--- src/rtl/hz_tick_gen.sv ---
module hz_tick_gen #(
  parameter int DIV_W    = 16,
  parameter int DEL_W    = 10,
  parameter int FRAC_W   = 10,
  parameter int PRESCALE = 112,
  parameter int RST_DIV  = 32767
) (
  input  logic                   clk,
  input  logic                   hw_rst_n,
  input  logic                   wdt_rst_n,
  input  logic                   fast_en,
  input  logic                   slow_en,
  input  logic                   src_sel,
  input  logic                   trim_wr,
  input  logic [DIV_W+DEL_W-1:0] trim_wdata,
  output logic [DIV_W+DEL_W-1:0] trim_q,
  output logic                   hz
);
  localparam int PRE_W = $clog2(PRESCALE);
  localparam int LIM_W = (DIV_W > DEL_W ? DIV_W : DEL_W) + 1;

  logic [PRE_W-1:0]  pre;
  logic [DIV_W-1:0]  trim_div, act_div;
  logic [DEL_W-1:0]  trim_del, act_del;
  logic [FRAC_W-1:0] fcnt;
  logic [LIM_W-1:0]  cnt;

  wire rst_all_n = hw_rst_n & wdt_rst_n;
  wire pre_wrap  = fast_en && (pre == PRE_W'(PRESCALE - 1));
  wire src_en    = src_sel ? slow_en : pre_wrap;
  wire [LIM_W-1:0] limit = LIM_W'(act_div) + ((fcnt == '0) ? LIM_W'(act_del) : '0);
  wire boundary  = src_en && (cnt == limit);

  assign trim_q = {trim_del, trim_div};

  always_ff @(posedge clk) begin
    if (!hw_rst_n) begin
      trim_div <= DIV_W'(RST_DIV);
      trim_del <= '0;
    end else if (trim_wr) begin
      {trim_del, trim_div} <= trim_wdata;
    end
  end

  always_ff @(posedge clk) begin
    if (!rst_all_n)   pre <= '0;
    else if (fast_en) pre <= pre_wrap ? '0 : pre + PRE_W'(1);
  end

  always_ff @(posedge clk) begin
    if (!rst_all_n) begin
      cnt  <= '0;
      fcnt <= '0;
      hz   <= 1'b0;
      if (!hw_rst_n) begin
        act_div <= DIV_W'(RST_DIV);
        act_del <= '0;
      end else begin
        act_div <= trim_div;
        act_del <= trim_del;
      end
    end else if (src_en) begin
      if (boundary) begin
        cnt     <= '0;
        hz      <= 1'b1;
        fcnt    <= fcnt + FRAC_W'(1);
        act_div <= trim_div;
        act_del <= trim_del;
      end else begin
        cnt <= cnt + LIM_W'(1);
        hz  <= 1'b0;
      end
    end
  end

  AST_PRE_IN_RANGE: assert property (@(posedge clk) disable iff (!rst_all_n)
    pre <= PRE_W'(PRESCALE - 1));
  AST_CNT_WITHIN_LIMIT: assert property (@(posedge clk) disable iff (!rst_all_n)
    cnt <= limit);
  AST_HZ_ONE_INTERVAL: assert property (@(posedge clk) disable iff (!rst_all_n)
    (hz && src_en && cnt != limit) |=> !hz);
  AST_ACT_AT_BOUNDARY: assert property (@(posedge clk) disable iff (!rst_all_n)
    !boundary |=> ($stable(act_div) && $stable(act_del)));
  AST_TRIM_SURVIVES_WDT: assert property (@(posedge clk) disable iff (!hw_rst_n)
    (!wdt_rst_n && !trim_wr) |=> $stable(trim_q));
  AST_HZ_LOW_IN_RESET: assert property (@(posedge clk)
    !rst_all_n |=> !hz);
endmodule

--- config.mk ---
export PLATFORM = sky130hd
export DESIGN_NAME = hz_tick_gen
export DESIGN_NICKNAME = d
export VERILOG_FILES = /design/src/rtl/hz_tick_gen.sv
export SDC_FILE = /design/constraint.sdc
export NUM_CORES = 1
export LEC_CHECK = 0
export CAP_MARGIN = 20
export CORE_MARGIN = 3
export CORE_UTILIZATION = 25
export CTS_CLUSTER_DIAMETER = 40
export DETAILED_ROUTE_END_ITERATION = 7
export GPL_TIMING_DRIVEN = 1
export PLACE_DENSITY = 0.44
export SYNTH_ARGS = -nofsm -noshare
export SYNTH_HDL_FRONTEND = slang
export SYNTH_SLANG_ARGS = --single-unit
--- constraint.sdc ---
create_clock -name clk -period 11.5 [get_ports clk]
set_clock_uncertainty 0.15 [all_clocks]
set_input_delay 1.15 -clock clk [delete_from_list [all_inputs] [get_ports clk]]
set_output_delay 1.15 -clock clk [all_outputs]
set_load 0.03 [all_outputs]
* Word level (Yosys, flattened, before mapping)
Cells that the tools add are included.
** Operators by class
- Add/sub/neg operators :: 4
- Equal/unequal tests :: 4
- Mux-type cells :: 13
- Bitwise logic cells :: 1
- Reduce and logical (&&, ||, !) cells :: 5
** Operators with widths (count)
- $mux 16 :: 4
- $mux 10 :: 5
- $add 16x10->17 :: 1
- $add 17x1->17 const B :: 1
- $eq 17x17->1 :: 1
- $mux 17 :: 1
- $add 10x1->10 const B :: 1
- $logic_not 10->1 :: 1
- $add 7x1->7 const B :: 1
- $eq 7x7->1 const B :: 1
- $mux 7 :: 1
- $ne 2x1->1 const B :: 2
- $reduce_and 2->1 :: 2
- $logic_and 1x1->1 :: 2
- $mux 1 :: 2
- $and 1x1->1 :: 1
** Word-level totals
- Flip-flop bits (word level) :: 87
- Input port bits :: 33
- Output and inout bits :: 27
- Logic and storage cells :: 35

* Depth between registers and ports, before layout
Gate-level depths: netlist of the first run.
- Word-level depth :: 8
- Gate-level depth with buffers :: 17
- Gate-level depth less buffers :: 15

* Worst setup path before layout of the first run
OpenSTA, ideal clock, no wires.
- Path type :: register -> register
- Start :: register fcnt[4]
- End :: register act_del[0] (enable)
- Data arrival time :: 3.904 ns
- Slack :: 7.129 ns
- Cell stages (with the launch flop) :: 16
- Period minus slack after synthesis :: 4.371 ns
- Path through :: dfxtp_1 nor4_1 nand3b_1 nor4_1 and2_1 ha_1 fa_1 xor2_1 a211oi_1 nand4_1 nor4_1 nand4_2 nor4b_4 nand2b_1 buf_6 buf_8
** On the way
- Cells in the longest elaborated chain, start to end :: 7
** Ends and longest elaborated chain
- start, declared :: line 25 : logic [FRAC_W-1:0] fcnt;
- start signal, assigned :: line 66 : fcnt <= fcnt + FRAC_W'(1);
- $logic_not 10->1 :: line 31 : wire [LIM_W-1:0] limit = LIM_W'(act_div) + ((fcnt == '0) ? LIM_W'(act_del) : '0);
- $mux 10 :: line 31
- $add 16x10->17 :: line 31
- $eq 17x17->1 :: line 32 : wire boundary = src_en && (cnt == limit);
- $logic_and 1x1->1 :: line 32
- $ne 2x1->1 (no source line)
- $reduce_and 2->1 (no source line)
- end signal, assigned :: line 60 : act_del <= trim_del;
- end signal, assigned :: line 68 : act_del <= trim_del;
- end, declared :: line 24 : logic [DEL_W-1:0] trim_del, act_del;
No other way between the ends.
A chain may end at the register's enable or synchronous reset.

* Worst setup path after layout of the first run
- Start :: register fcnt[4]
- End :: register act_div[12] (enable)
** On the way
- Cells in the longest elaborated chain, start to end :: 7
** Ends and longest elaborated chain
- $logic_not 10->1 :: line 31
- $mux 10 :: line 31
- $add 16x10->17 :: line 31
- $eq 17x17->1 :: line 32
- $logic_and 1x1->1 :: line 32
- $ne 2x1->1 (no source line)
- $reduce_and 2->1 (no source line)
- end signal, assigned :: line 56 : act_div <= DIV_W'(RST_DIV);
- end signal, assigned :: line 59 : act_div <= trim_div;
- end signal, assigned :: line 67 : act_div <= trim_div;
- end, declared :: line 23 : logic [DIV_W-1:0] trim_div, act_div;
No other way between the ends.

==> impl_metrics.tcl, run 1 <==
set metrics [dict create \
    syn_inst 480 \
    synth-seq-cells 87 \
    portBuffers 59 \
    drt_iter0_drc 175 \
    crit_slowest_cell "nand2b_2" \
    multiInputGateArea_sq_um 2550 \
    grt_pass1_wl_mm 17.9 \
    path_cells "nor4_1 > nand3b_1 > nor4_1 > buf_2 > and2_1 > ha_1 > fa_1 > xor2_1 > a211oi_1 > nand4_1 > nor4_1 > nand4_2 > nor4b_4 > nand2b_2" \
    crit_type "flop to flop" \
    nFillCells 1883 \
    vias 3514 \
    cts_root_buf "clkbuf_16" \
    slowest_delay_ns 0.86 \
    synth_compound_area_share_pct 9.72 \
    synth_cell_type_count 60 \
    area_delta_synth_final_pct 22.8 \
    fmax_ghz 0.197 \
    cp_max_fo 41 \
    nets 582 \
    clock_path_buffers 2 \
    rsz0062_at_grt "no" \
    start_kind "flop" \
    syn_avg_cell_area_sq_um 9.74 \
    cts_tree "done" \
    synth_fa_ha_area_share_pct 4.18 \
    netlist_area_sq_um 4670 \
    dp_hpwl_mm 7.90 \
    synthFlopType "dfxtp_1" \
    grt.total_usage_pct 10.9 \
    worstPathArrival_ns 4.89 \
    drt_first_pass_iters 4 \
    fin_crit_ns 5.07 \
    hold_viol_final 0 \
    drive_above_1_share_pct 7.05 \
    post_cts_buffers 0 \
    final-setup-viol-count 0 \
    cp_top_family "simple AND/OR/NAND/NOR gates" \
    dieArea_sq_um 20400 \
    gp_congestion 0.847 \
    antenna_cells 0 \
    cts_num_sinks 87 \
    holdBufCountCts 0 \
    synth-xor-area-share_pct 7.87 \
    crit_top_cell "nor4_1" \
    finalWirelength_mm 10.5 \
    status "finished, final reports clean" \
    critPathCaptureType "flop" \
    io_pins 60 \
    rows 49 \
    grt_overflow 0 \
    async_reset_ff_share_pct 0 \
    synthSimpleGateAreaFrac_pct 24.7 \
    drc 0 \
    path_clk_slew_ns 0.06 \
    cap_violations 0 \
    synth_seq_area_share_pct 42.8 \
    power_density_nw_per_um2 127 \
    worstPathRequired_ns 11.32 \
    grt_max_degree 55 \
    grt_pass1_vias 3574 \
    relSlewSlack_pct 36.6 \
    routedWlPerCell_um 13.7 \
    slew_violations 0 \
    fp.coreArea_sq_um 18100 \
    ff_latch_area_sq_um 2000 \
    htree_num_levels 3 \
    hold_path_class "flop to flop" \
    drtAntennaViolNets 0 \
    leakage_uw 0.00216 \
    crit_buf_inv 1 \
    tightestPinTransition_ns 0.951 \
    post-route-period-util_pct 44.1 \
    post_cts_resize_count 0 \
    synthMuxAreaShare_pct 8.03 \
    final_common_cell "dfxtp_1" \
    synth_edf_count 26 \
    initial_utilization_pct 25.8 \
    antenna_found_initial 0 \
    final_util_pct 31.6 \
    peakVddDrop_mv 0.0597 \
    die_y_um 143 \
    avgViaCountPerCell 4.58 \
    numCtsBuffers 9 \
    fp.dieW_um 143 \
    clk_latency_ns 0.34 \
    yosysWarnings 0 \
    synth_top_family_by_area "simple AND/OR/NAND/NOR gates" \
    fin_setup_tns_ns 0 \
    final_cell_mix "dfxtp_1 (61), clkdlybuf4s50_1 (58), nand2_1 (45), nor2_1 (41), mux2i_1 (35)" \
    syn-num-nets 528 \
]
[sequential cells by signal, summed over array words and instances, names as in the netlist]
name      count
hz            1
cnt          17
trim_div     16
act_del      10
fcnt         10
trim_del     10
pre           7
act_div      16
[routing by layer]
metal | GRT usage (%) | routed length [um] | up-vias
met5 | 0 | 0 | -
met4 | 3.95 | 159 | 0
met3 | 2.98 | 488 | 10
met2 | 16.9 | 4680 | 91
met1 | 14.6 | 5170 | 1597
li1 | - | - | 1816
[area by class of cell]
class,instances,share of cell area (%)
clock inverters,5,0.588
inverters,7,0.458
multi-input cells,368,44.4
well taps,229,4.99
flip-flops and latches,87,34.9
clock buffers,11,4.23
repair buffers,61,10.4
[worst register-to-register path, cell delays in order (launching register included)]
cell	delay, ns
dfxtp_1	0.36
nor4_1	0.31
nand3b_1	0.11
nor4_1	0.35
buf_2	0.25
and2_1	0.14
ha_1	0.20
fa_1	0.44
xor2_1	0.16
a211oi_1	0.17
nand4_1	0.11
nor4_1	0.28
nand4_2	0.21
nor4b_4	0.58
nand2b_2	0.86
[logic make-up after synthesis]
kind of cell    count (synthesis)
mux                            37
buf+inv                        25
xor+xnor                       42
compound gates                 66
flops                          87
fa+ha+maj                      15
simple gates                  208
[cells in the mapped netlist (all sizes together) (5+ instances only)]
cell / n / area [sq um]
a211oi: 7 / 52.6
a21oi: 18 / 90.1
a31oi: 5 / 37.5
and2: 25 / 159
and3: 10 / 62.6
buf: 6 / 51.3
clkbuf: 12 / 45.0
dfxtp: 61 / 1220
edfxtp: 26 / 781
ha: 14 / 175
inv: 7 / 26.3
mux2i: 36 / 364
nand2: 45 / 169
nand2b: 22 / 138
nand3: 12 / 60.1
nand4: 13 / 93.8
nor2: 43 / 166
nor2b: 12 / 75.1
nor3: 5 / 25.0
o21ai: 10 / 53.8
xnor2: 19 / 166
xor2: 23 / 201
[worst paths after layout]
kind | startpoint | end | slack [ns] | cells past startpoint
worst max-delay path | fcnt[4] | act_div[12] | 6.43 | 14
worst min-delay path | fcnt[9] | fcnt[9] | 0.33 | 2
worst max register to register | fcnt[4] | act_div[12] | 6.43 | 14
worst min register to register | fcnt[9] | fcnt[9] | 0.33 | 2
[per-stage QoR]
| stage | worst slack (ns) | hold slack [ns] | instance area (sq um) | std cells | power (uW) |
|---|---|---|---|---|---|
| after floorplan | 7.13 | 0.296 | 4670 | 480 | 425 |
| after global placement | 5.98 | 0.308 | 5460 | 751 | 465 |
| after detailed placement | 6.36 | 0.323 | 5460 | 752 | 464 |
| after CTS | 6.32 | 0.332 | 5740 | 768 | 740 |
| after global routing | 5.81 | 0.358 | 5740 | 768 | 768 |
| final | 6.43 | 0.326 | 5740 | 768 | 728 |
[where the power goes]
| group | internal, uW | leakage (uW) | switching [uW] |
|---|---|---|---|
| combinational | 56.1 | 0.00129 | 67.3 |
| sequential | 327 | 0.000740 | 7.50 |
| clock | 152 | 0.000134 | 118 |
| total | 535 | 0.00216 | 193 |
Power figures use the tool's default switching activity.
==> run 2, diff against run 1 <==
Clock period 11.5 ns to 4.7 ns, I/O delays scaled along.
==> impl_metrics.tcl, run 2 (synthesized netlist as in run 1, its figures left out) <==
set metrics [dict create \
    path_cells "nor4_1 > nand3b_1 > nor4_1 > buf_4 > and2_1 > ha_1 > fa_1 > xor2_1 > a211oi_1 > nand4_1 > nor4_1 > nand4_2 > nor4b_4 > nand2b_2 > buf_12" \
    cts_tree "done" \
    slowest_delay_ns 0.44 \
    grt_pass1_vias 3440 \
    layout.cells.non_filler 772 \
    avgViaCountPerCell 4.50 \
    drtAntennaViolNets 0 \
    initial_utilization_pct 25.8 \
    crit_slowest_cell "fa_1" \
    hold_viol_final 0 \
    finalWirelength_mm 10.7 \
    clock_path_buffers 2 \
    top_regs "cnt (17), act_div (16), trim_div (16)" \
    area_delta_synth_final_pct 24.8 \
    crit_type "flop to flop" \
    worstPathRequired_ns 4.59 \
    holdBufCountCts 0 \
    grt_pass1_wl_mm 17.4 \
    final-setup-viol-count 0 \
    fp.dieW_um 143 \
    nets 586 \
    worstPathArrival_ns 4.07 \
    largest-register "cnt" \
    start_kind "flop" \
    multiInputGateArea_sq_um 2550 \
    grt.total_usage_pct 10.9 \
    place_inst 756 \
    nFillCells 1881 \
    post-route-period-util_pct 88.9 \
    drt_first_pass_iters 4 \
    post_cts_buffers 0 \
    portBuffers 59 \
    peakVddDrop_mv 0.167 \
    antenna_cells 0 \
    antenna_found_initial 0 \
    cp_max_fo 41 \
    power_density_nw_per_um2 326 \
    final_cell_mix "dfxtp_1 (61), clkdlybuf4s50_1 (58), nand2_1 (45), nor2_1 (41), mux2i_1 (35)" \
    routedWlPerCell_um 13.8 \
    ff_latch_area_sq_um 2000 \
    final_common_cell "dfxtp_1" \
    dp_hpwl_mm 8.00 \
    slew_violations 0 \
    hold_path_class "flop to flop" \
    leakage_uw 0.00220 \
    cap_violations 0 \
    crit_top_cell "nor4_1" \
    fin_setup_tns_ns 0 \
    status "finished, final reports clean" \
    final_util_pct 32.1 \
    htree_num_levels 3 \
    post_cts_resize_count 0 \
    rows 49 \
    largest_reg_flops 17 \
    fmax_ghz 0.239 \
    vias 3476 \
    grt_max_degree 55 \
    die_y_um 143 \
    drt_iter0_drc 156 \
    clk_latency_ns 0.35 \
    drc 0 \
    drive_above_1_share_pct 7.92 \
    cts_root_buf "clkbuf_16" \
    rsz0062_at_grt "no" \
    grt_overflow 0 \
    relSlewSlack_pct 37.1 \
    critPathCaptureType "flop" \
    total_power_uw 1900 \
    path_clk_slew_ns 0.06 \
    fin_crit_ns 4.18 \
    io_pins 60 \
    cts_num_sinks 87 \
    tightestPinTransition_ns 0.944 \
    gp_congestion 0.824 \
    dieArea_sq_um 20400 \
    fp.coreArea_sq_um 18100 \
    numCtsBuffers 9 \
]
## run 2: changes by cell type in the layout (fill, tap and decap cells not counted), sizes merged
cell and change:
buf +4, bufinv +2, clkbuf -1, clkinv -3, clkinvlp +1, inv +1
## run 2: per-layer routing
layer / GRT usage [%] / share of wire [%] / vias up
met5: 0 / 0 / -
met2: 16.9 / 45 / 59
met4: 4.65 / 1.8 / 0
met3: 2.81 / 3.6 / 13
li1: - / - / 1831
met1: 14.2 / 49 / 1573
## run 2: cell type report
cell class / count / share of cell area, %
Multi-Input combinational cell: 368 / 43.8
Clock inverter: 6 / 1.59
Clock buffer: 10 / 3.93
Sequential cell: 87 / 34.3
Timing Repair Buffer: 65 / 11.0
Inverter: 7 / 0.451
Tap cell: 229 / 4.91
## run 2: power by group
part	switching, uW	total [uW]	internal, uW	leakage (uW)
combinational	166	308	141	0.00131
clock	304	774	469	0.000150
sequential	18.0	817	799	0.000740
## run 2: per-stage QoR
step	hold WS, ns	cell area [sq um]	setup slack (ns)
after floorplan	0.296	4670	0.329
after global placement	0.312	5510	0.642
after detailed placement	0.315	5510	0.511
after CTS	0.323	5830	0.499
after global routing	0.368	5830	0.172
final	0.321	5830	0.522
## run 2: path summary, 6_finish.rpt
check,start,end,slack (ns),cells past startpoint
max,fcnt[4],act_div[10],0.52,15
min,fcnt[9],fcnt[9],0.32,2
max reg2reg,fcnt[4],act_div[10],0.52,15
min reg2reg,fcnt[9],fcnt[9],0.32,2
## run 2: critical path: cells and delay by family (launching register included)
kind	cells	cell delay (ns)
AOI/OAI and AO/OA	1	0.18
xor gates and xnor gates	1	0.15
adders and majority gates	2	0.64
buffers and inverters	2	0.42
DFF	1	0.37
and+or+nand+nor	9	1.91
